===== src/rtl/cmpl_pkg.sv =====
package cmpl_pkg;
  parameter int CP_DW = 16;
  parameter int CP_AW = 16;
  parameter int CP_RW = 4;

  typedef struct packed {
    logic             is_store;
    logic [CP_RW-1:0] rd;
    logic [CP_DW-1:0] data;
    logic [CP_AW-1:0] addr;
  } cb_entry_t;
endpackage


===== src/rtl/cmpl_buf.sv =====
// Circular completion buffer: two writes and up to two in-order reads per cycle.
// DEPTH must be a power of two.
module cmpl_buf
  import cmpl_pkg::*;
#(
  parameter int DEPTH = 8
) (
  input  logic                       clk,
  input  logic                       rst,
  input  logic                       wr0,
  input  logic                       wr1,
  input  cb_entry_t                  wd0,
  input  cb_entry_t                  wd1,
  input  logic [1:0]                 rd_n,
  output cb_entry_t                  hd0,
  output cb_entry_t                  hd1,
  output logic [$clog2(DEPTH+1)-1:0] level,
  output logic                       room2
);
  localparam int PW = $clog2(DEPTH);
  localparam int CW = $clog2(DEPTH+1);

  cb_entry_t       slots [DEPTH];
  logic [PW-1:0]   wr_ptr, rd_ptr;

  always_ff @(posedge clk) begin
    if (wr0) slots[wr_ptr] <= wd0;
    if (wr1) slots[wr_ptr + PW'(wr0)] <= wd1;
  end

  always_ff @(posedge clk) begin
    if (rst) begin
      wr_ptr <= '0;
      rd_ptr <= '0;
      level  <= '0;
    end else begin
      wr_ptr <= wr_ptr + PW'(wr0) + PW'(wr1);
      rd_ptr <= rd_ptr + PW'(rd_n);
      level  <= level + CW'(wr0) + CW'(wr1) - CW'(rd_n);
    end
  end

  assign hd0   = slots[rd_ptr];
  assign hd1   = slots[rd_ptr + PW'(1)];
  assign room2 = (level <= CW'(DEPTH-2));


  cb_no_overflow_chk: assert property (@(posedge clk) disable iff (rst)
    level <= CW'(DEPTH));

  cb_no_underflow_chk: assert property (@(posedge clk) disable iff (rst)
    CW'(rd_n) <= level);
endmodule


===== src/rtl/store_q.sv =====
// Store queue: two pushes per cycle, load-priority drain, youngest-match search.
// DEPTH must be a power of two.
module store_q
  import cmpl_pkg::*;
#(
  parameter int DEPTH = 4
) (
  input  logic             clk,
  input  logic             rst,
  input  logic             push0,
  input  logic             push1,
  input  logic [CP_AW-1:0] a0,
  input  logic [CP_DW-1:0] d0,
  input  logic [CP_AW-1:0] a1,
  input  logic [CP_DW-1:0] d1,
  output logic [1:0]       room,
  input  logic             ld_req,
  input  logic [CP_AW-1:0] ld_addr,
  output logic             ld_hit,
  output logic [CP_DW-1:0] ld_data,
  output logic             mem_we,
  output logic [CP_AW-1:0] mem_addr,
  output logic [CP_DW-1:0] mem_data
);
  localparam int PW = $clog2(DEPTH);
  localparam int CW = $clog2(DEPTH+1);

  logic [CP_AW-1:0] q_addr [DEPTH];
  logic [CP_DW-1:0] q_data [DEPTH];
  logic [PW-1:0]    wr_ptr, rd_ptr;
  logic [CW-1:0]    level;
  logic             drain;
  logic             s_hit;
  logic [CP_DW-1:0] s_data;
  logic [PW-1:0]    s_idx;

  assign drain = (level != '0) && !ld_req;
  assign room  = (level <= CW'(DEPTH-2)) ? 2'd2 :
                 (level == CW'(DEPTH-1)) ? 2'd1 : 2'd0;

  always_ff @(posedge clk) begin
    if (push0) begin
      q_addr[wr_ptr] <= a0;
      q_data[wr_ptr] <= d0;
    end
    if (push1) begin
      q_addr[wr_ptr + PW'(push0)] <= a1;
      q_data[wr_ptr + PW'(push0)] <= d1;
    end
  end

  // oldest to youngest; a later match overrides, so the youngest wins
  always_comb begin
    s_hit  = 1'b0;
    s_data = '0;
    s_idx  = '0;
    for (int i = 0; i < DEPTH; i++) begin
      s_idx = rd_ptr + PW'(i);
      if ((CW'(i) < level) && (q_addr[s_idx] == ld_addr)) begin
        s_hit  = 1'b1;
        s_data = q_data[s_idx];
      end
    end
  end

  always_ff @(posedge clk) begin
    if (rst) begin
      wr_ptr   <= '0;
      rd_ptr   <= '0;
      level    <= '0;
      mem_we   <= 1'b0;
      mem_addr <= '0;
      mem_data <= '0;
      ld_hit   <= 1'b0;
      ld_data  <= '0;
    end else begin
      wr_ptr   <= wr_ptr + PW'(push0) + PW'(push1);
      rd_ptr   <= rd_ptr + PW'(drain);
      level    <= level + CW'(push0) + CW'(push1) - CW'(drain);
      mem_we   <= drain;
      mem_addr <= drain ? q_addr[rd_ptr] : '0;
      mem_data <= drain ? q_data[rd_ptr] : '0;
      ld_hit   <= ld_req && s_hit;
      ld_data  <= (ld_req && s_hit) ? s_data : '0;
    end
  end


  sq_no_overflow_chk: assert property (@(posedge clk) disable iff (rst)
    level <= CW'(DEPTH));

  mem_idle_port_chk: assert property (@(posedge clk) disable iff (rst)
    mem_we |-> !$past(ld_req));

  ld_hit_req_chk: assert property (@(posedge clk) disable iff (rst)
    ld_hit |-> $past(ld_req));
endmodule


===== src/rtl/retire_sel.sv =====
// Decides which of the two oldest entries retire this cycle, strictly in order.
module retire_sel
  import cmpl_pkg::*;
(
  input  cb_entry_t  hd0,
  input  cb_entry_t  hd1,
  input  logic [1:0] avail,
  input  logic [1:0] sq_room,
  output logic       ok0,
  output logic       ok1
);
  logic [1:0] need1;

  assign need1 = 2'd1 + 2'(hd0.is_store);
  assign ok0   = (avail != 2'd0) && (!hd0.is_store || sq_room != 2'd0);
  assign ok1   = ok0 && (avail == 2'd2) && (!hd1.is_store || sq_room >= need1);
endmodule


===== src/rtl/cmpl_retire_unit.sv =====
module cmpl_retire_unit
  import cmpl_pkg::*;
#(
  parameter int CB_DEPTH = 8,
  parameter int SQ_DEPTH = 4
) (
  input  logic             clk,
  input  logic             rst,
  input  logic             in0_valid,
  input  logic             in0_is_store,
  input  logic [CP_RW-1:0] in0_rd,
  input  logic [CP_DW-1:0] in0_data,
  input  logic [CP_AW-1:0] in0_addr,
  input  logic             in1_valid,
  input  logic             in1_is_store,
  input  logic [CP_RW-1:0] in1_rd,
  input  logic [CP_DW-1:0] in1_data,
  input  logic [CP_AW-1:0] in1_addr,
  output logic             in_ready,
  output logic             rf_we0,
  output logic [CP_RW-1:0] rf_rd0,
  output logic [CP_DW-1:0] rf_data0,
  output logic             rf_we1,
  output logic [CP_RW-1:0] rf_rd1,
  output logic [CP_DW-1:0] rf_data1,
  input  logic             ld_req,
  input  logic [CP_AW-1:0] ld_addr,
  output logic             ld_hit,
  output logic [CP_DW-1:0] ld_data,
  output logic             mem_we,
  output logic [CP_AW-1:0] mem_addr,
  output logic [CP_DW-1:0] mem_data
);
  localparam int CBW = $clog2(CB_DEPTH+1);

  cb_entry_t      wd0, wd1, hd0, hd1;
  logic [CBW-1:0] cb_level;
  logic [1:0]     avail, sq_room, rd_n;
  logic           wr0, wr1, ok0, ok1;

  assign wd0 = '{is_store: in0_is_store, rd: in0_rd, data: in0_data, addr: in0_addr};
  assign wd1 = '{is_store: in1_is_store, rd: in1_rd, data: in1_data, addr: in1_addr};
  assign wr0 = in_ready && in0_valid;
  assign wr1 = in_ready && in1_valid;

  cmpl_buf #(.DEPTH(CB_DEPTH)) u_cb (
    .clk(clk), .rst(rst), .wr0(wr0), .wr1(wr1), .wd0(wd0), .wd1(wd1),
    .rd_n(rd_n), .hd0(hd0), .hd1(hd1), .level(cb_level), .room2(in_ready)
  );

  assign avail = (cb_level >= CBW'(2)) ? 2'd2 : 2'(cb_level);

  retire_sel u_sel (
    .hd0(hd0), .hd1(hd1), .avail(avail), .sq_room(sq_room), .ok0(ok0), .ok1(ok1)
  );

  assign rd_n = 2'(ok0) + 2'(ok1);

  store_q #(.DEPTH(SQ_DEPTH)) u_sq (
    .clk(clk), .rst(rst),
    .push0(ok0 && hd0.is_store), .push1(ok1 && hd1.is_store),
    .a0(hd0.addr), .d0(hd0.data), .a1(hd1.addr), .d1(hd1.data),
    .room(sq_room), .ld_req(ld_req), .ld_addr(ld_addr),
    .ld_hit(ld_hit), .ld_data(ld_data),
    .mem_we(mem_we), .mem_addr(mem_addr), .mem_data(mem_data)
  );

  always_ff @(posedge clk) begin
    if (rst) begin
      rf_we0   <= 1'b0;
      rf_rd0   <= '0;
      rf_data0 <= '0;
      rf_we1   <= 1'b0;
      rf_rd1   <= '0;
      rf_data1 <= '0;
    end else begin
      rf_we0   <= ok0 && !hd0.is_store;
      rf_rd0   <= hd0.rd;
      rf_data0 <= hd0.data;
      rf_we1   <= ok1 && !hd1.is_store;
      rf_rd1   <= hd1.rd;
      rf_data1 <= hd1.data;
    end
  end


  lane1_order_chk: assert property (@(posedge clk) disable iff (rst)
    rf_we1 |-> ($past(cb_level) >= CBW'(2)));
endmodule


===== config.mk =====
export PLATFORM = sky130hd
export DESIGN_NAME = cmpl_retire_unit
export DESIGN_NICKNAME = d
export VERILOG_FILES = /design/src/rtl/cmpl_pkg.sv /design/src/rtl/cmpl_buf.sv /design/src/rtl/store_q.sv /design/src/rtl/retire_sel.sv /design/src/rtl/cmpl_retire_unit.sv
export SDC_FILE = /design/constraint.sdc
export NUM_CORES = 1
export LEC_CHECK = 0
export BUFFER_PORTS_ARGS = -buffer_cell sky130_fd_sc_hd__buf_2
export CAP_MARGIN = 25
export CORE_MARGIN = 2
export CORE_UTILIZATION = 55
export DETAILED_ROUTE_END_ITERATION = 6
export HOLD_SLACK_MARGIN = 0.08
export PLACE_DENSITY = 0.76
export SYNTH_ARGS = -nofsm -noshare
export SYNTH_HDL_FRONTEND = slang
export SYNTH_SLANG_ARGS = --single-unit
export TNS_END_PERCENT = 20

===== constraint.sdc =====
create_clock -name clk -period 4.3 [get_ports clk]
set_input_delay 0.43 -clock clk [delete_from_list [all_inputs] [get_ports clk]]
set_output_delay 0.43 -clock clk [all_outputs]
set_load 0.05 [all_outputs]

==> flow_summary.json <==
{
  "setup_ws_ps": 374.4,
  "hold_end": "u_cb.slots[5][14]",
  "core_sq_um": 53810,
  "cp_slowest_cell": "fa_1",
  "crit_path_start_kind": "flop",
  "grt_max_degree": 67,
  "avgSynthCellArea_sq_um": 14.81,
  "vias": 19140,
  "preCtsSetupSlack_ps": 429.1,
  "p_leak_nw": 11.62,
  "cts_tree": "done",
  "first_pass_iters": 6,
  "path_common_cell": "ha_1",
  "fin_crit_ps": 3926,
  "antenna_found_initial": 19,
  "end_kind": "flop",
  "overflow": 0,
  "synthTopCellsByArea": "edfxtp_1 (43%), mux4_2 (15%), mux2_2 (12%), mux2i_1 (9.3%), dfxtp_1 (7.3%)",
  "cts_buffers": 55,
  "critPathKind": "reg2reg",
  "r2r-end": "u_cb.level[2]",
  "synth_area_sq_um": 29940,
  "synth.distinct_cells": 60,
  "max-vdd-ir-drop_mv": 0.4147,
  "holdCritStartpoint": "in0_addr[14]",
  "fp.dieH_microns": 237.3,
  "r2r_slack_ps": 370,
  "ant_nets": 0,
  "fin_skew_ps": 26.87,
  "final-max-slew-violation-count": 0,
  "via_per_inst": 6.538,
  "setup_viol": 0,
  "ys_ff_latch": 533,
  "worstPathMaxFanout": 4,
  "io_pins": 188,
  "cts_sinks": 533,
  "ctsRootBufferMaster": "clkbuf_16",
  "yosysSeqAreaShare_pct": 49.82,
  "yosys.area.top_type": "edfxtp_1",
  "ff2ff_path_depth": 14,
  "globalplace.congestion": 0.9375,
  "hpwlAfterDp_microns": 51040,
  "grt_pass1_vias": 19190,
  "std_cell_rows": 85,
  "final_cell_area_sq_um": 33750,
  "fin_nets": 2291,
  "post_drt_wl_per_cell_microns": 26.68,
  "place_area_sq_um": 31850,
  "rsz0062_at_grt": "false",
  "hold_path.class": "in2reg",
  "htreeDepth": 2,
  "synth_fp_nets": 2142,
  "cts-resized-gates": 0,
  "yosys.cell_count.top_type": "edfxtp_1",
  "hold_viol_final": 0,
  "r2r-start": "u_sq.level[2]",
  "power_density_nw_per_um2": 734.9,
  "tns_ps": 0,
  "path_clk_slew_ps": 70,
  "die_area_sq_um": 56310,
  "critPathMaxStageDelay_ps": 480,
  "drtIter0Drc": 2390,
  "status": "finished, final reports clean",
  "synthTopCellsByCount": "edfxtp_1 (424), mux2_2 (316), mux2i_1 (278)",
  "period_share_pct": 91.29,
  "die_w_microns": 237.3,
  "async_reset_ff_share_pct": 0,
  "route.met3.wl_microns": 6497,
  "drive_gt1_share_pct": 40.31,
  "drt_wl_total_microns": 78130,
  "postCtsHoldBufs": 0,
  "synthCells": 2022,
  "synth_top_area_share_pct": 42.53,
  "syn_to_final_growth_pct": 12.74,
  "synth_edf_count": 424,
  "port-buffer-count": 187,
  "clock.fmax_ghz": 0.2547,
  "relSlewSlack_pct": 36.39,
  "postCtsSetupRepairBufs": 0,
  "wl_met1_microns": 31740,
  "top_layer": "met5",
  "cts_buffer_depth": 3,
  "crit_arrival_ps": 4400,
  "synth_warnings": 0,
  "worstMarginPinSlew_ps": 954.1,
  "grt_usage_pct": 27.79,
  "worstPathRequired_ps": 4770,
  "start_util_pct": 55.63,
  "worstPathCellList": "inv_1 -> ha_1 -> a21oi_1 -> o21ai_0 -> ha_1 -> a21oi_1 -> a21oi_1 -> ha_1 -> ha_1 -> inv_1 -> fa_1 -> fa_1 -> xnor2_1 -> nor2_1",
  "synth_flop_cell": "edfxtp_1",
  "wl_met2_microns": 37020,
  "clk-insertion-delay-late_ps": 630,
  "hold_depth": 2,
  "drv_cap": 0,
  "drc": 0,
  "grt_pass1_wl_microns": 118500
}
per-layer routing:
metal / vias up / track usage (%)
li1: 8353 / -
met1: 9706 / 38.03
met2: 903 / 44.12
met3: 168 / 5.714
met4: 12 / 10.60
met5: - / 0
final cells by class:
class,instances,area (sq um)
well taps,696,870.8
clock buffers,86,1645
flip-flops and latches,533,14930
repair buffers,254,1612
fillers,3942,20060
inverters,31,116.4
multi-input cells,1296,14350
clock inverters,18,193.9
diodes,14,35.03
power breakdown:
part / internal (mW) / leakage (nW) / switching (mW)
logic: 4.79 / 5.96 / 6.79
registers: 7.58 / 4.77 / 0.788
clock network: 2.81 / 0.897 / 2.04
total: 15.2 / 11.6 / 9.62
worst max path at each step:
stage                                   to  slack [ps]  cells after the start      startpoint
after floorplan           u_cb.slots[4][0]        -760                      6   u_cb.level[3]
after global placement       u_cb.level[2]         470                     13  u_cb.rd_ptr[0]
after detailed placement     u_cb.level[2]         430                     13  u_cb.rd_ptr[0]
after CTS                    u_cb.level[2]         370                     13  u_cb.rd_ptr[0]
after global routing         u_cb.level[2]         190                     13  u_cb.rd_ptr[0]
final                        u_cb.level[2]         370                     14   u_sq.level[2]
cells in the final DEF (no fill, tap or decap), drive strengths merged, types with 10 or more instances in the layout:
| cell | instances |
|---|---|
| dfxtp | 109 |
| mux4 | 193 |
| nand2 | 27 |
| nor3 | 10 |
| nor4 | 21 |
| nor2 | 110 |
| nor2b | 11 |
| and3 | 18 |
| ha | 20 |
| a21oi | 13 |
| buf | 254 |
| xnor2 | 61 |
| a311oi | 28 |
| inv | 33 |
| nand4 | 10 |
| xor2 | 16 |
| a22oi | 10 |
| a211oi | 22 |
| a31oi | 15 |
| mux2i | 279 |
| edfxtp | 424 |
| mux2 | 316 |
| nand2b | 15 |
| nand3 | 35 |
| diode | 14 |
| clkbuf | 86 |
registers in the layout, summed over array words and instances (netlist names), 16 cells and up:
| name | count |
|---|---|
| u_sq.q_data | 64 |
| u_sq.ld_data | 16 |
| u_cb.slots | 296 |
| u_sq.mem_data | 16 |
| u_sq.mem_addr | 16 |
| rf_data0 | 16 |
| rf_data1 | 16 |
| u_sq.q_addr | 64 |
stage by stage:
| stage | hold slack (ps) | util (%) | power (mW) | cells |
|---|---|---|---|---|
| after floorplan | 541.2 | - | 16.54 | 2022 |
| after global placement | 626.2 | 59.10 | 19.46 | 2807 |
| after detailed placement | 618.7 | 59.18 | 19.88 | 2809 |
| after CTS | 182.0 | 62.60 | 24.75 | 2913 |
| after global routing | 204.2 | 62.70 | 25.96 | 2925 |
| final | 206.4 | 62.72 | 24.80 | 2928 |
worst max-delay path: cells and delay by family (launching register included):
kind	cells	cell delay, ps
xor+xnor	1	190
flops	1	390
fa+ha+maj	6	2140
compound gates	4	830
simple gates	1	50
buf+inv	2	170
cell families (layout without fill, tap and decap cells):
| group | Yosys count | in the layout | synth area share (%) |
|---|---|---|---|
| AOI/OAI and AO/OA | 136 | 136 | 3.557 |
| muxes | 788 | 788 | 35.75 |
| adders and majority gates | 25 | 25 | 1.170 |
| buffers and inverters | 193 | 389 | 2.942 |
| other | 0 | 14 | 0 |
| DFF | 533 | 533 | 49.82 |
| xor gates and xnor gates | 77 | 77 | 2.278 |
| and+or+nand+nor | 270 | 270 | 4.485 |
Power figures use the tool's default switching activity.
